--- src/rtl/irq_ack_pkg.sv ---
package irq_ack_pkg;
  localparam int ADDR_W   = 24;
  localparam int LVL_W    = 3;
  localparam int VEC_W    = 8;
  localparam logic [2:0] FC_CPU_SPACE = 3'b111;
  localparam logic [VEC_W-1:0] SPUR_VEC = 8'h18;
  localparam logic [LVL_W-1:0] NMI_LVL  = 3'd7;

  typedef enum logic [2:0] {
    ST_IDLE, ST_STK, ST_WAIT, ST_PK, ST_ACK, ST_RES
  } seq_state_t;

  // Request passes the mask: non-zero and above mask, or the top level.
  function automatic logic lvl_passes(input logic [LVL_W-1:0] lvl,
                                      input logic [LVL_W-1:0] mask);
    return (lvl != '0) && ((lvl > mask) || (lvl == NMI_LVL));
  endfunction

  // CPU-space acknowledge address: ones above, level in [3:1], bit 0 set.
  function automatic logic [ADDR_W-1:0] ack_address(input logic [LVL_W-1:0] lvl);
    return {{(ADDR_W-LVL_W-1){1'b1}}, lvl, 1'b1};
  endfunction
endpackage

--- src/rtl/irq_ack_gate.sv ---
module irq_ack_gate
  import irq_ack_pkg::*;
(
  input  logic             idle,
  input  logic             boundary,
  input  logic [LVL_W-1:0] level,
  input  logic [LVL_W-1:0] mask,
  output logic             take
);
  always_comb take = idle && boundary && lvl_passes(level, mask);
endmodule

--- src/rtl/irq_spur_mon.sv ---
module irq_spur_mon #(
  parameter int TIMEOUT = 16,
  localparam int CNT_W = $clog2(TIMEOUT + 1)
) (
  input  logic clk,
  input  logic rst_n,
  input  logic run,
  input  logic answered,
  output logic first,
  output logic expired
);
  logic [CNT_W-1:0] cnt_q;
  localparam logic [CNT_W-1:0] LAST = CNT_W'(TIMEOUT - 1);

  always_ff @(posedge clk or negedge rst_n) begin
    if (!rst_n)       cnt_q <= '0;
    else if (!run)    cnt_q <= '0;
    else if (cnt_q != LAST) cnt_q <= cnt_q + 1'b1;
  end

  always_comb begin
    first   = run && (cnt_q == '0);
    expired = run && (cnt_q == LAST) && !answered;
  end
endmodule

--- src/rtl/irq_ack_bus.sv ---
module irq_ack_bus
  import irq_ack_pkg::*;
(
  input  logic              active,
  input  logic [LVL_W-1:0]  level,
  output logic [2:0]        fc,
  output logic [ADDR_W-1:0] addr
);
  always_comb begin
    fc   = active ? FC_CPU_SPACE : 3'b000;
    addr = active ? ack_address(level) : '0;
  end
endmodule

--- src/rtl/irq_ack_seq.sv ---
module irq_ack_seq
  import irq_ack_pkg::*;
#(
  parameter int TIMEOUT = 16
) (
  input  logic        clk,
  input  logic        rst_n,
  input  logic [2:0]  irq_level,
  input  logic [2:0]  cur_mask,
  input  logic        insn_boundary,
  output logic        stack_req,
  input  logic        stack_done,
  output logic        pk_clr,
  output logic        ack_active,
  output logic [2:0]  fc,
  output logic [23:0] addr,
  output logic        sr_ip_wr,
  output logic [2:0]  sr_ip_val,
  input  logic        vec_term,
  input  logic [7:0]  vec_in,
  input  logic        berr_in,
  output logic        done,
  output logic [7:0]  vec_out,
  output logic        spurious,
  output logic        mon_berr
);
  seq_state_t       state_q;
  logic [LVL_W-1:0] lvl_q;
  logic [VEC_W-1:0] vec_q;
  logic             spur_q, mberr_q;

  // Named internal events
  logic take, mon_first, mon_expired, answered;

  irq_ack_gate u_gate (
    .idle(state_q == ST_IDLE), .boundary(insn_boundary),
    .level(irq_level), .mask(cur_mask), .take(take)
  );

  assign answered = vec_term || berr_in;

  irq_spur_mon #(.TIMEOUT(TIMEOUT)) u_mon (
    .clk(clk), .rst_n(rst_n), .run(state_q == ST_ACK),
    .answered(answered), .first(mon_first), .expired(mon_expired)
  );

  irq_ack_bus u_bus (
    .active(state_q == ST_ACK), .level(lvl_q), .fc(fc), .addr(addr)
  );

  always_ff @(posedge clk or negedge rst_n) begin
    if (!rst_n) begin
      state_q <= ST_IDLE;
      lvl_q   <= '0;
      vec_q   <= '0;
      spur_q  <= 1'b0;
      mberr_q <= 1'b0;
    end else begin
      unique case (state_q)
        ST_IDLE: if (take) begin
          state_q <= ST_STK;
          lvl_q   <= irq_level;
        end
        ST_STK:  state_q <= ST_WAIT;
        ST_WAIT: if (stack_done) state_q <= ST_PK;
        ST_PK:   state_q <= ST_ACK;
        ST_ACK: begin
          if (vec_term) begin
            state_q <= ST_RES; vec_q <= vec_in; spur_q <= 1'b0; mberr_q <= 1'b0;
          end else if (berr_in) begin
            state_q <= ST_RES; vec_q <= SPUR_VEC; spur_q <= 1'b1; mberr_q <= 1'b0;
          end else if (mon_expired) begin
            state_q <= ST_RES; vec_q <= SPUR_VEC; spur_q <= 1'b1; mberr_q <= 1'b1;
          end
        end
        ST_RES:  state_q <= ST_IDLE;
        default: state_q <= ST_IDLE;
      endcase
    end
  end

  always_comb begin
    stack_req  = (state_q == ST_STK);
    pk_clr     = (state_q == ST_PK);
    ack_active = (state_q == ST_ACK);
    sr_ip_wr   = mon_first;
    sr_ip_val  = mon_first ? addr[3:1] : '0;
    done       = (state_q == ST_RES);
    vec_out    = done ? vec_q : '0;
    spurious   = done && spur_q;
    mon_berr   = done && mberr_q;
  end
endmodule

--- config.mk ---
export PLATFORM = sky130hd
export DESIGN_NAME = irq_ack_seq
export DESIGN_NICKNAME = d
export VERILOG_FILES = /design/src/rtl/irq_ack_pkg.sv /design/src/rtl/irq_ack_gate.sv /design/src/rtl/irq_spur_mon.sv /design/src/rtl/irq_ack_bus.sv /design/src/rtl/irq_ack_seq.sv
export SDC_FILE = /design/constraint.sdc
export NUM_CORES = 1
export LEC_CHECK = 0
export BUFFER_PORTS_ARGS = -buffer_cell sky130_fd_sc_hd__buf_2
export CORE_ASPECT_RATIO = 0.8
export CORE_UTILIZATION = 42
export CTS_CLUSTER_SIZE = 24
export DETAILED_ROUTE_END_ITERATION = 7
export PLACE_DENSITY = 0.84
export SYNTH_ARGS = -nofsm -noshare
export SYNTH_HDL_FRONTEND = slang
export SYNTH_SLANG_ARGS = --single-unit
--- constraint.sdc ---
create_clock -name clk -period 1.7 [get_ports clk]
set_input_delay 0.17 -clock clk [delete_from_list [all_inputs] [get_ports clk]]
set_output_delay 0.17 -clock clk [all_outputs]
set_load 0.005 [all_outputs]
After elaboration in Yosys (flattened, before gate mapping)
Index checks and enable logic that the tools add are counted.

storage, ports and cells
  register bits = 21
  bits of input ports = 20
  word-level logic and storage cells = 58

cells by class
  add/sub/neg operators = 1
  magnitude comparators = 1
  equality and inequality tests = 12
  multiplexer cells = 20
  reduce and logical (&&, ||, !) cells = 18

operators with widths
  operator             number
  $mux 8               4
  $mux 24              1
  $mux 3               7
  $pmux 3 s5           1
  $mux 5               2
  $eq 3x3->1 const B   3
  $logic_and 1x1->1    8
  $eq 3x2->1 const B   2
  $ne 2x2->1 const B   3
  $reduce_bool 3->1    2
  $add 5x1->5 const B  1
  $eq 5x4->1 const B   1
  $logic_not 5->1      1
  $mux 1               5
  $ne 5x4->1 const B   1
  $ne 4x4->1 const B   1
  $reduce_and 2->1     2
  $eq 3x1->1 const B   1
  $gt 3x3->1           1
  $logic_not 3->1      1
  $reduce_and 3->1     1
  $logic_or 1x1->1     2
  $logic_not 1->1      1

Depth between registers and ports, before layout
Gate-level depths: netlist (run 1).

  depth in word-level cells = 7
  mapped depth = 9
  mapped depth without buffers = 7

Cells and area by module
From an unflattened synthesis (run 1), not the netlist that was laid out.

second synthesis, totals
  cells, all modules = 149
  area, all modules = 1413.9 µm²

modules (own cells, without submodules)
  module        instances  cells each  area an instance (µm²)
  irq_ack_seq   1          77          798.3
  irq_spur_mon  1          30          317.8
  irq_ack_bus   1          27          198.9
  irq_ack_gate  1          15          98.8

Least setup slack after synthesis (run 1)
OpenSTA, ideal clock, no wires.

  kind = flip-flop to flip-flop
  start point = register u_mon.cnt_q[0]
  end point = register spur_q
  setup time = 0.074 ns
  arrival = 1.683 ns
  path slack = -0.058 ns
  stages on the path, launching flop included = 10
  period minus slack after synthesis = 1.758 ns
  cell sequence = dfrtp_1 -> ha_1 -> and3_1 -> ha_1 -> clkbuf_1 -> nor3_1 -> nand2b_2 -> buf_6 -> nand2_1 -> o21ai_2

on the way
  cells in the longest elaborated chain, start to end = 5

RTL lines
  item                                RTL line            text
  from (decl)                         irq_spur_mon.sv:12  logic [CNT_W-1:0] cnt_q;
  from (signal assigned)              irq_spur_mon.sv:18  else if (cnt_q != LAST) cnt_q <= cnt_q + 1'b1;
  $eq 5x4->1                          irq_spur_mon.sv:23  expired = run && (cnt_q == LAST) && !answered;
  $logic_and 1x1->1 (2 in a row)      irq_spur_mon.sv:23
  $reduce_bool 3->1 (no source line)  --
  $reduce_and 2->1 (no source line)   --
  to (signal assigned)                irq_ack_seq.sv:56   spur_q <= 1'b0;
  to (signal assigned)                irq_ack_seq.sv:69   state_q <= ST_RES; vec_q <= vec_in; spur_q <= 1'b0; mberr_q <= 1'b0;
  to (signal assigned)                irq_ack_seq.sv:71   state_q <= ST_RES; vec_q <= SPUR_VEC; spur_q <= 1'b1; mberr_q <= 1'b0;
  to (decl)                           irq_ack_seq.sv:30   logic spur_q, mberr_q;

No other way between the ends.
A chain may end at the register's enable or synchronous reset.

Final worst setup path (run 1)
  start point = register state_q[1]
  end point = output port sr_ip_val[2]

on the way
  cells in the longest elaborated chain, start to end = 3
  elaborated cells between the ends (all ways) = 4

RTL lines
  item                                                 RTL line                               text
  from (decl)                                          irq_ack_seq.sv:27                      seq_state_t state_q;
  from (signal assigned)                               irq_ack_seq.sv:53                      state_q <= ST_IDLE;
  from (signal assigned)                               irq_ack_seq.sv:61                      state_q <= ST_STK;
  from (signal assigned)                               irq_ack_seq.sv:64                      ST_STK: state_q <= ST_WAIT;
  $eq 3x3->1 *                                         irq_ack_seq.sv:43, irq_ack_seq.sv:48
  $mux 24 / $logic_and 1x1->1 (equally long branches)  irq_ack_bus.sv:11, irq_spur_mon.sv:22
  $mux 3 *                                             irq_ack_seq.sv:87                      sr_ip_val = mon_first ? addr[3:1] : '0;
  to (decl)                                            irq_ack_seq.sv:18                      output logic [2:0] sr_ip_val,

Every way passes the cells marked *; elsewhere a longest branch is shown, timed or not.

==> results.cfg, run 1 <==
[worst_setup_path]
reg2reg_depth = 7
cp_num_buf_inv = 2
crit_required_ns = 1.53
path_cells = or3b_4 -> inv_4 -> and4_4 -> and2_4 -> buf_6
critPathLaunchType = register
slowest_delay_ns = 0.42
path_max_fanout = 4
crit_type = register to output port
path_delay_family = simple AND/OR/NAND/NOR gates
regToRegStartpoint = u_mon.cnt_q[1]$_DFFE_PN0P_
worst_r2r_endpoint = vec_q[3]$_DFFE_PN0P_
worstSetupEndpointType = output port
cp_slowest_cell = or3b_4
arrival_ns = 1.59
r2r_slack_ns = 0.13

[timing]
tightest_slew_ns = 0.482
skew_ns = 0.00238
hold_viol_final = 0
slew_headroom = 0.679
period_share = 1.04
fin_crit_ns = 1.76
max_clock_freq_ghz = 0.567
rsz0062_at_grt = true
finalMaxSlewViolations = 0
final-setup-viol-count = 8
hold_slack_ns = 0.141
setup_ws_ns = -0.0632
tns_ns = -0.286

[detailed_routing]
wl_per_cell_um = 11.3
routed_wl_um = 2870
via_count = 1200
first_pass_iters = 4
drc = 0
antenna_left = 0
viasPerCell = 4.71
drtIter0Drc = 42

[clock_tree]
max-clock-path-buffers = 2
cts_buffers = 3
numClockSinks = 21
clk_pin_slew_ns = 0.07
cts_root_buffer = clkbuf_8
ctsHtreeMaxLevel = 1
clk_latency_ns = 0.25
cts_tree = built

[yosys]
synth_cell_type_count = 34
ys_seq_elements = 21
synth.avg_cell_area_um2 = 8.74
syn-num-nets = 191
ys_seq_area_frac = 0.365
yosysTopAreaCell = dfrtp_1
syn_inst = 165
synth_warnings = 0
synthTopCellsByArea = dfrtp_1 (36%), buf_4 (14%), and2_1 (6.9%)
synth_area_um2 = 1440
yosysTopAreaCellShare = 0.365

[min_path]
hp-start = vec_in[0]
hp-class = input pin to register
min_path_cells = 3
whs_endpoint = vec_q[0]$_DFFE_PN0P_

[finish]
post-route-util = 0.576
n_fill_cell = 289
area_growth_pct = 27.0
diodes = 0
drive_gt1_frac = 0.437
nets = 242

[status]
status = finished with violations
violations = negative setup slack

[global_route]
grt_remaining_overflow = 0
antenna_found_initial = 0
grt_pass1_vias = 994
grt_pass1_wl_um = 4310
track_usage = 0.162
grt_max_degree = 28

[pwr]
p_comb_frac = 0.447
p_total_mw = 1.95
vdd_drop_max_uv = 474
leakagePower_nw = 1.02
powerDensity_nw_per_um2 = 1070
power_frac_clock = 0.163
seqPwrFrac = 0.390
internal-power_mw = 1.30
p_sw_frac = 0.335
switchingPower_mw = 0.654

[placed_design]
place_hpwl_um = 2090
place.port_buffers = 64
place.gp.congestion = 0.815

[floorplan]
core-area_um2 = 3180
start_util = 0.454
die_w_um = 67.5
placementRows = 18
die_h_um = 54.4
dieArea_um2 = 3670
ios = 65

[flow_run]
drv_cap = 0
[layout by cell type (no fill, tap or decap), types with 6 or more instances in the layout]
cell type | synthesis | final
a21oi_1 | 8 | 8
and2_1 | 16 | 13
buf_2 | 0 | 58
buf_4 | 26 | 10
buf_6 | 3 | 9
dfrtp_1 | 21 | 21
inv_1 | 7 | 7
nand2_1 | 18 | 18
nand3_1 | 6 | 6
nor2_1 | 11 | 11
[metrics by stage]
step / cell area, um2 / setup slack (ns) / instances
final: 1830 / -0.0632 / 255
after global routing: 1830 / -0.126 / 255
after CTS: 1730 / -0.0627 / 252
after detailed placement: 1650 / 0.00197 / 245
after global placement: 1650 / 0.0259 / 245
after floorplan: 1460 / 0.00173 / 165
[cell usage after synthesis]
library cell  count
a211o_1           1
a211oi_1          1
a21oi_1           8
a31oi_1           2
and2_1           16
and3_1            2
and3b_1           2
and4_4            1
buf_4            26
buf_6             3
clkbuf_1          4
dfrtp_1          21
ha_1              6
inv_1             7
inv_4             1
mux2i_1           1
nand2_1          18
nand2b_1          1
nand2b_2          1
nand3_1           6
nand3b_1          2
nand4b_1          1
nor2_1           11
nor2b_1           4
nor3_1            1
nor3b_1           2
o211ai_1          3
o21ai_0           2
o21ai_1           2
o21ai_2           1
o2bb2ai_1         3
or3b_1            1
xnor2_1           2
xor2_1            2
[worst max path at each step]
stage	start	endpoint	slack [ns]	cells past startpoint
floorplan	u_mon.cnt_q[0]$_DFFE_PN0P_	spur_q$_DFFE_PN0P_	0.002	9
global placement	u_mon.cnt_q[1]$_DFFE_PN0P_	vec_q[4]$_DFFE_PN0P_	0.03	6
detailed placement	u_mon.cnt_q[1]$_DFFE_PN0P_	vec_q[3]$_DFFE_PN0P_	0.002	7
CTS	state_q[0]$_DFFE_PN0P_	sr_ip_val[1]	-0.06	5
global route	state_q[1]$_DFFE_PN0P_	sr_ip_val[1]	-0.13	5
finish	state_q[1]$_DFFE_PN0P_	sr_ip_val[2]	-0.06	5
[registers in the layout, summed over array words and instances, names as in the netlist]
| register | flops |
|---|---|
| vec_q | 8 |
| u_mon.cnt_q | 5 |
| lvl_q | 3 |
| state_q | 3 |
| mberr_q | 1 |
| spur_q | 1 |
[cell families after synthesis]
kind of cell               Yosys count  synth area share
xor gates and xnor gates             4            0.0243
and+or+nand+nor                     69             0.259
muxes                                1           0.00694
DFF                                 21             0.365
adders and majority gates            6            0.0521
buffers and inverters               41             0.192
AOI/OAI and AO/OA                   23             0.102
[area by class of cell]
| cell class | instances | area [um2] | share of cell area |
|---|---|---|---|
| clock buffers | 4 | 45.0 | 0.0246 |
| well taps | 40 | 50.0 | 0.0273 |
| flip-flops and latches | 21 | 526 | 0.287 |
| multi-input cells | 104 | 701 | 0.383 |
| repair buffers | 78 | 477 | 0.260 |
| inverters | 8 | 32.5 | 0.0178 |
[worst min-delay path, cell delays in order]
cell and delay [ns]:
buf_2 0.07, nand3_1 0.06, nand2_1 0.06
[metal layers]
| layer | part of all wire | GRT usage | vias up |
|---|---|---|---|
| li1 | - | - | 618 |
| met1 | 0.46 | 0.201 | 546 |
| met2 | 0.50 | 0.274 | 34 |
| met3 | 0.035 | 0.0188 | 2 |
| met4 | 0.0094 | 0.0957 | 0 |
| met5 | 0 | 0 | - |
[repair_timing]
item | in CTS | in global routing
gates cloned | 1 | 0
setup buffers | 1 | 3
hold buffers | 1 | 0
pin swaps | 4 | 4
endpoints found under the setup margin | 31 | 30
resized for setup | 4 | 16
endpoints found under the hold margin | 21 | 0
[power by group through the flow]
stage | clock network, mW | registers, mW | logic [mW]
after floorplan | 0 | 0.748 | 0.639
after global placement | 0 | 0.756 | 0.757
after detailed placement | 0 | 0.764 | 0.782
after CTS | 0.328 | 0.758 | 0.816
after global routing | 0.356 | 0.781 | 1.00
final | 0.318 | 0.761 | 0.873
(Power assumes the default switching activity.)
==> inputs of run 2 (changes only) <==
CELL_PAD_IN_SITES_DETAIL_PLACEMENT = 1   (was unset)
CELL_PAD_IN_SITES_GLOBAL_PLACEMENT = 1   (was unset)
CORE_UTILIZATION = 30   (was 42)
PLACE_DENSITY = 0.83   (was 0.84)
==> run 2 against run 1 <==
The flow still finishes with violations (negative setup slack). Setup slack got worse by 0.0087 ns. Flip-flop and latch count stayed put. Critical path depth stayed put. Sequential power up 0.5%. Global-route usage shrank 2.0 points. Critical endpoint is now sr_ip_val[1].
==> results.cfg, run 2 (synthesis results as in run 1) <==
[status]
status = finished with violations
violations = negative setup slack

[timing]
slew_headroom = 0.672
skew_ns = 0.00181
finalMaxSlewViolations = 0
final-setup-viol-count = 5
rsz0062_at_grt = true
tns_ns = -0.261
max_clock_freq_ghz = 0.564
period_share = 1.04
hold_viol_final = 0
hold_slack_ns = 0.147
tightest_slew_ns = 0.492
fin_crit_ns = 1.77
setup_ws_ns = -0.0719

[finish]
nets = 247
layout_commonest_cell = buf_2
largest_register_ffs = 8
mostFrequentLayoutCells = buf_2 (58), dfrtp_1 (21), nand2_1 (18), buf_4 (15), nor2_1 (11)
drive_gt1_frac = 0.459
multi_input_area_um2 = 691
regMostFlops = vec_q
fin_cells = 280
fin_area_um2 = 1920
area_growth_pct = 33.1
final-seq-area_um2 = 526
diodes = 0
n_fill_cell = 559
post-route-util = 0.417
largestRegisters = vec_q: 8 flops, u_mon.cnt_q: 5 flops

[clock_tree]
max-clock-path-buffers = 2
numClockSinks = 21
clk_latency_ns = 0.26
ctsHtreeMaxLevel = 1
cts_tree = built
cts_root_buffer = clkbuf_8
clk_pin_slew_ns = 0.08
cts_buffers = 3

[global_route]
grt_max_degree = 35
grt_remaining_overflow = 0
antenna_found_initial = 0
track_usage = 0.142
grt_pass1_wl_um = 5590
grt_pass1_vias = 1164

[worst_setup_path]
critPathLaunchType = register
crit_required_ns = 1.53
path_max_fanout = 4
worstSetupEndpointType = output port
arrival_ns = 1.60
crit_type = register to output port

[detailed_routing]
wl_per_cell_um = 13.5
drc = 0
viasPerCell = 4.63
antenna_left = 0
via_count = 1295
first_pass_iters = 4
routed_wl_um = 3790
drtIter0Drc = 31

[pwr]
internal-power_mw = 1.36
seqPwrFrac = 0.367
p_comb_frac = 0.475
p_total_mw = 2.08
switchingPower_mw = 0.725
power_frac_clock = 0.158
leakagePower_nw = 1.06
vdd_drop_max_uv = 400
p_sw_frac = 0.348
powerDensity_nw_per_um2 = 1090

[placed_design]
place.gp.congestion = 0.720
dpl.cell_count = 265
post-place-ws_ns = 0.0184
place.port_buffers = 64
place_hpwl_um = 2630
placed_area_um2 = 1680

[floorplan]
placementRows = 22
dieArea_um2 = 5090
ios = 65
die_h_um = 64.0
core-area_um2 = 4600
die_w_um = 79.5
start_util = 0.314

[flow_run]
drv_cap = 0

[min_path]
hp-class = input pin to register
==> run 2: what timing repair did <==
item | 4_1_cts | 5_1_grt
hold endpoints to repair | 21 | 0
resized for setup | 9 | 11
setup buffers | 4 | 4
pin swaps | 6 | 6
endpoints found under the setup margin | 8 | 17
cloned | 1 | 1
hold buffers | 1 | 0
==> run 2: path summary, 6_finish.rpt <==
kind                                                 start                          to  slack [ns]  cells after the start
worst max-delay path                state_q[1]$_DFFE_PN0P_                sr_ip_val[1]       -0.07                      5
worst min-delay path                             vec_in[5]        vec_q[5]$_DFFE_PN0P_        0.15                      3
worst max register to register  u_mon.cnt_q[1]$_DFFE_PN0P_        vec_q[0]$_DFFE_PN0P_        0.07                      7
worst min register to register        vec_q[2]$_DFFE_PN0P_        vec_q[2]$_DFFE_PN0P_        0.47                      2
max in group asynchronous                            rst_n      state_q[0]$_DFFE_PN0P_        0.95                      2
min in group asynchronous                            rst_n  u_mon.cnt_q[4]$_DFFE_PN0P_        0.42                      2
==> run 2: worst max-delay path, cell delays in order, from the launching register on <==
cell and delay [ns]:
dfrtp_1 0.39, or3b_4 0.42, clkinv_4 0.08, and4_4 0.23, and2_4 0.14, buf_6 0.09
==> run 2: final cells by class <==
cell class                      count  area share
Multi-Input combinational cell    104       0.360
Timing Repair Buffer               83       0.284
Sequential cell                    21       0.274
Tap cell                           60      0.0391
Clock buffer                        3      0.0215
Inverter                            8      0.0183
Clock inverter                      1     0.00261
==> run 2: metal layers <==
layer,global-route usage,vias to the layer above,wire length (um)
met4,0.0273,0,26
met3,0.0371,4,231
met2,0.230,49,1830
met1,0.190,610,1700
met5,0,-,0
li1,-,632,-
==> run 2: power by group through the flow <==
stage | sequential [mW] | clock (mW) | combinational, mW
2_1_floorplan | 0.748 | 0 | 0.639
3_3_place_gp | 0.768 | 0 | 0.788
3_5_place_dp | 0.767 | 0 | 0.820
4_1_cts | 0.762 | 0.339 | 0.890
5_1_grt | 0.786 | 0.372 | 1.10
6_report | 0.765 | 0.328 | 0.990
